## src/rtl/lsa_pkg.sv

```systemverilog
package lsa_pkg;
  localparam int GRAN_BITS = 128;
  localparam int MAX_VW    = 2048;
  localparam int LEN_W     = 4;

  typedef enum logic [2:0] {
    ESZ_B8   = 3'd0,
    ESZ_B16  = 3'd1,
    ESZ_B32  = 3'd2,
    ESZ_B64  = 3'd3,
    ESZ_B128 = 3'd4
  } esz_e;

  // log2 of element width in bytes; unused codes fall back to bytes
  function automatic logic [2:0] esz_log2(input logic [2:0] code);
    case (code)
      ESZ_B16:  return 3'd1;
      ESZ_B32:  return 3'd2;
      ESZ_B64:  return 3'd3;
      ESZ_B128: return 3'd4;
      default:  return 3'd0;
    endcase
  endfunction
endpackage

```

## src/rtl/lsa_lane_mask.sv

```systemverilog
module lsa_lane_mask #(
  parameter int VW = 256,
  localparam int NB = VW / 8,
  localparam int NG = VW / 128
) (
  input  logic [NB-1:0]        pred,
  input  logic [2:0]           sz_log2,
  input  logic [$clog2(NG+1)-1:0] eff_gran,
  output logic [NB-1:0]        byte_act,
  output logic [NB-1:0]        byte_inlen,
  output logic [NB-1:0]        carry_cut
);
  for (genvar b = 0; b < NB; b++) begin : g_byte
    localparam int B1 = b & ~1;
    localparam int B2 = b & ~3;
    localparam int B3 = b & ~7;
    localparam int B4 = b & ~15;
    localparam int GR = b / 16;
    logic gov;

    always_comb begin
      case (sz_log2)
        3'd1: begin gov = pred[B1]; carry_cut[b] = (b % 2) == 0;  end
        3'd2: begin gov = pred[B2]; carry_cut[b] = (b % 4) == 0;  end
        3'd3: begin gov = pred[B3]; carry_cut[b] = (b % 8) == 0;  end
        3'd4: begin gov = pred[B4]; carry_cut[b] = (b % 16) == 0; end
        default: begin gov = pred[b]; carry_cut[b] = 1'b1; end
      endcase
    end

    assign byte_inlen[b] = eff_gran > ($clog2(NG+1))'(GR);
    assign byte_act[b]   = gov & byte_inlen[b];
  end
endmodule

```

## src/rtl/lsa_seg_adder.sv

```systemverilog
module lsa_seg_adder #(
  parameter int VW = 256,
  localparam int NB = VW / 8
) (
  input  logic [VW-1:0] a,
  input  logic [VW-1:0] b,
  input  logic [NB-1:0] cut,
  output logic [VW-1:0] sum
);
  logic [NB:0] cy;
  assign cy[0] = 1'b0;

  for (genvar i = 0; i < NB; i++) begin : g_slice
    logic cin;
    logic [8:0] part;
    assign cin  = cut[i] ? 1'b0 : cy[i];
    assign part = {1'b0, a[i*8 +: 8]} + {1'b0, b[i*8 +: 8]} + {8'd0, cin};
    assign sum[i*8 +: 8] = part[7:0];
    assign cy[i+1] = part[8];
  end
endmodule

```

## src/rtl/lsa_merge.sv

```systemverilog
module lsa_merge #(
  parameter int VW = 256,
  localparam int NB = VW / 8
) (
  input  logic [VW-1:0] sum,
  input  logic [VW-1:0] keep,
  input  logic [NB-1:0] act,
  input  logic [NB-1:0] inlen,
  input  logic          merge_en,
  output logic [VW-1:0] res
);
  for (genvar i = 0; i < NB; i++) begin : g_sel
    always_comb begin
      if (act[i])                  res[i*8 +: 8] = sum[i*8 +: 8];
      else if (inlen[i] && merge_en) res[i*8 +: 8] = keep[i*8 +: 8];
      else                         res[i*8 +: 8] = 8'h00;
    end
  end
endmodule

```

## src/rtl/lane_split_adder.sv

```systemverilog
module lane_split_adder
  import lsa_pkg::*;
#(
  parameter int VW = 256
) (
  input  logic                  clk,
  input  logic                  rst,
  input  logic                  in_valid,
  output logic                  in_ready,
  input  logic [VW-1:0]         src_a,
  input  logic [VW-1:0]         src_b,
  input  logic [VW/8-1:0]       pred,
  input  logic [2:0]            elem_sz,
  input  logic                  merge_en,
  input  logic [LEN_W-1:0]      len_sel,
  output logic                  out_valid,
  input  logic                  out_ready,
  output logic [VW-1:0]         out_data
);
  localparam int NB  = VW / 8;
  localparam int NG  = VW / GRAN_BITS;
  localparam int GW  = $clog2(NG + 1);

  logic [GW-1:0]    eff_gran;
  logic [LEN_W:0]   req_gran;
  logic [NB-1:0]    byte_act, byte_inlen, carry_cut;
  logic [VW-1:0]    raw_sum, next_res;
  logic             take;

  // requested granules, clamped to what the hardware holds
  assign req_gran = {1'b0, len_sel} + (LEN_W+1)'(1);
  assign eff_gran = (req_gran >= (LEN_W+1)'(NG)) ? GW'(NG) : GW'(req_gran);

  lsa_lane_mask #(.VW(VW)) u_mask (
    .pred       (pred),
    .sz_log2    (esz_log2(elem_sz)),
    .eff_gran   (eff_gran),
    .byte_act   (byte_act),
    .byte_inlen (byte_inlen),
    .carry_cut  (carry_cut)
  );

  lsa_seg_adder #(.VW(VW)) u_add (
    .a   (src_a),
    .b   (src_b),
    .cut (carry_cut),
    .sum (raw_sum)
  );

  lsa_merge #(.VW(VW)) u_sel (
    .sum      (raw_sum),
    .keep     (src_a),
    .act      (byte_act),
    .inlen    (byte_inlen),
    .merge_en (merge_en),
    .res      (next_res)
  );

  assign in_ready = !out_valid || out_ready;
  assign take     = in_valid && in_ready;

  always_ff @(posedge clk) begin
    if (rst) begin
      out_valid <= 1'b0;
      out_data  <= '0;
    end else if (take) begin
      out_valid <= 1'b1;
      out_data  <= next_res;
    end else if (out_ready) begin
      out_valid <= 1'b0;
    end
  end

  // accepted operands appear as a valid result one edge later
  p_accept_to_valid_r7: assert property (@(posedge clk) disable iff (rst)
    take |=> out_valid);

  // a stalled result is held
  p_stall_hold_r8: assert property (@(posedge clk) disable iff (rst)
    (out_valid && !out_ready) |=> (out_valid && $stable(out_data)));

  // draining with nothing new empties the register
  p_drain_empty_r7: assert property (@(posedge clk) disable iff (rst)
    (out_valid && out_ready && !in_valid) |=> !out_valid);

  // granules past the effective length come out zero
  for (genvar g = 0; g < NG; g++) begin : g_lenchk
    p_beyond_len_zero_r6: assert property (@(posedge clk) disable iff (rst)
      (take && (eff_gran <= GW'(g))) |=> (out_data[g*GRAN_BITS +: GRAN_BITS] == '0));
  end
endmodule

```

## config.mk

```make
export PLATFORM = sky130hd
export DESIGN_NAME = lane_split_adder
export DESIGN_NICKNAME = d
export VERILOG_FILES = /design/src/rtl/lsa_pkg.sv /design/src/rtl/lsa_lane_mask.sv /design/src/rtl/lsa_seg_adder.sv /design/src/rtl/lsa_merge.sv /design/src/rtl/lane_split_adder.sv
export SDC_FILE = /design/constraint.sdc
export NUM_CORES = 1
export LEC_CHECK = 0
export ABC_AREA = 1
export BUFFER_PORTS_ARGS = -buffer_cell sky130_fd_sc_hd__buf_2
export CORE_AREA = 2 2 313 315
export CTS_CLUSTER_DIAMETER = 150
export CTS_CLUSTER_SIZE = 12
export DETAILED_ROUTE_END_ITERATION = 8
export DIE_AREA = 0 0 315 317
export MAX_ROUTING_LAYER = met4
export PLACE_DENSITY = 0.62
export SLEW_MARGIN = 20
export SYNTH_ARGS = -nofsm -noshare
export SYNTH_HDL_FRONTEND = slang
export SYNTH_HIERARCHICAL = 1
export SYNTH_SLANG_ARGS = --single-unit
```

## constraint.sdc

```tcl
create_clock -name clk -period 23.4 [get_ports clk]
set_input_delay 2.34 -clock clk [delete_from_list [all_inputs] [get_ports clk]]
set_output_delay 2.34 -clock clk [all_outputs]
set_load 0.02 [all_outputs]
```

==> results.yml <==
cells_and_area:
  finalNetCount: 6729
  drive_above_1_share: 0.159
  final_cells: 7241
  nFillCells: 11000
  area_growth_pct: 18.4
cts:
  clk_latency_ps: 630
  tritoncts: "yes"
  clk_pin_slew_ps: 70
  clockBufferDepth: 3
  root_buffer: "clkbuf_16"
  cts.sinks: 257
  numCtsBuffers: 25
  cts_setup_buffers: 0
  h-tree-depth: 1
hold_path:
  hold_class: "flop to flop"
placed_design:
  gp_congestion: 0.956
  placement.io_buffers: 813
  placedCellCount: 7133
  place_hpwl_um: 95400
  place_ws_ps: 555
sta:
  postLayoutSetupSlackWorst_ps: 1250
  max_slew_margin: 0.262
  hold_viol: 0
  drv_slew: 0
  worst_slew_pin_slew_ps: 1110
  min_period_ps: 22150
  fin_crit_sh: 0.947
  setup_viol: 0
  fin_skew_ps: 61.1
  setup_tns_ps: 0
  max_freq_mhz: 45.1
  rsz0062_at_grt: "no"
critical_path:
  crit_top_cell: "nand2_1"
  crit_fanout: 3
  cp.required_ps: 23910
  slowest_stage: "fa_1"
  crit_buf_inv: 2
  critPathLaunchType: "input pin"
  arrival_ps: 22670
  crit_type: "input pin to flop"
  cp_slowest_stage_delay_ps: 440
  cpLargestDelayFamily: "adder cells"
  crit_path_end_kind: "flop"
pwr:
  p_clk_frac: 0.232
  total_power_mw: 1.70
  power.density_nw_per_um2: 49.3
  p_sw_mw: 0.742
  p_seq_frac: 0.294
  intPower_mw: 0.963
  sw_frac_of_total: 0.435
  vdd_ir_drop_max_mv: 0.0562
  p_leak_nw: 21.3
  combPwrFrac: 0.474
run_status:
  status: "complete, no violations"
floorplanning:
  die_x_um: 315
  rows: 114
  die-area_sq_um: 99900
  die_h_um: 317
  coreArea_sq_um: 96300
  initial_core_util: 0.304
  ios: 814
yosys:
  syn_area_per_cell_sq_um: 5.57
  synthesis.area_sq_um: 29200
  postSynthCellCount: 5249
  ys_warn_count: 6
  syn_nets: 6094
drt:
  postRouteWirelength_um: 119000
  drtIter0Drc: 2181
  ant_nets: 0
  via_count: 32800
  wire_per_inst_um: 16.5
  drc: 0
  via_per_inst: 4.54
  first_pass_iters: 6
grt:
  grt_max_degree: 109
  antenna_found_initial: 78
  grt_pass1_wl_um: 174000
  grt_overflow_total: 0
  grt_usage: 0.234
  first_global_vias: 30100
run:
  maxCapViolations: 0
[what timing repair did]
item                                    4_1_cts  5_1_grt
resized for setup                             0        3
hold buffers                                  0        0
endpoints found under the setup margin        0        3
[state kept, by name (all words and copies together), names as in the netlist]
register / flops
out_data: 256
out_valid: 1
[layout make-up]
cell class	instances	area [sq um]	share of cell area
Sequential cell	257	5140	0.149
Antenna cell	79	198	0.00571
Timing Repair Buffer	852	4370	0.126
Inverter	847	3190	0.0921
Clock inverter	3	18.8	0.000542
Tap cell	1276	1600	0.0461
Multi-Input combinational cell	3901	19500	0.562
Clock buffer	26	629	0.0182
[per-stage QoR]
stage / utilization / hold slack [ps] / cell area (sq um)
after floorplan: - / 554 / 29200
after global placement: 0.350 / 444 / 33700
after detailed placement: 0.350 / 451 / 33700
after CTS: 0.357 / 466 / 34400
after global routing: 0.359 / 485 / 34600
final: 0.359 / 461 / 34600
[final timing paths]
path | from | endpoint | slack, ps | cells after the start
hold / removal | out_data[149]$_SDFFE_PP0P_ | out_data[149]$_SDFFE_PP0P_ | 460 | 2
hold reg to reg | out_data[149]$_SDFFE_PP0P_ | out_data[149]$_SDFFE_PP0P_ | 460 | 2
setup reg to reg | out_valid$_SDFFE_PP0P_ | out_data[45]$_SDFFE_PP0P_ | 20630 | 6
setup / recovery | src_a[0] | out_data[126]$_SDFFE_PP0P_ | 1250 | 105
[power by group through the flow]
stage               logic [mW]  registers, mW  clock network [mW]
floorplan                0.518          0.557                   0
global placement         0.800          0.510                   0
detailed placement       0.804          0.511                   0
CTS                      0.807          0.501               0.410
global route             0.917          0.505               0.420
finish                   0.808          0.501               0.396
[layout by cell type (no fill, tap or decap), drive strengths merged, types with 51 or more instances in the layout]
master     n
nand3    403
fa        63
nor2     911
diode     79
or2       61
o21ai     51
buf      851
inv      848
xnor2     62
dfxtp    257
ha       226
nand3b    67
nand2   1849
a21oi    138
[worst reg2reg max path, stage by stage, from the launching register on]
cell and delay, ps:
dfxtp_1 360, nand2_4 340, buf_4 570, buf_4 810, nand3_1 410, nand2_1 150
nor2_1 60
[per-layer routing]
| metal | vias to the layer above | track usage | share of wire | routed length (um) |
|---|---|---|---|---|
| met5 | - | - | 0 | 0 |
| met2 | 971 | 0.378 | 0.46 | 55200 |
| li1 | 17000 | - | - | - |
| met3 | 190 | 0.0545 | 0.076 | 9020 |
| met1 | 14700 | 0.275 | 0.42 | 49900 |
| met4 | 0 | 0.110 | 0.043 | 5080 |
No activity file was read; power rests on OpenSTA's default activity.
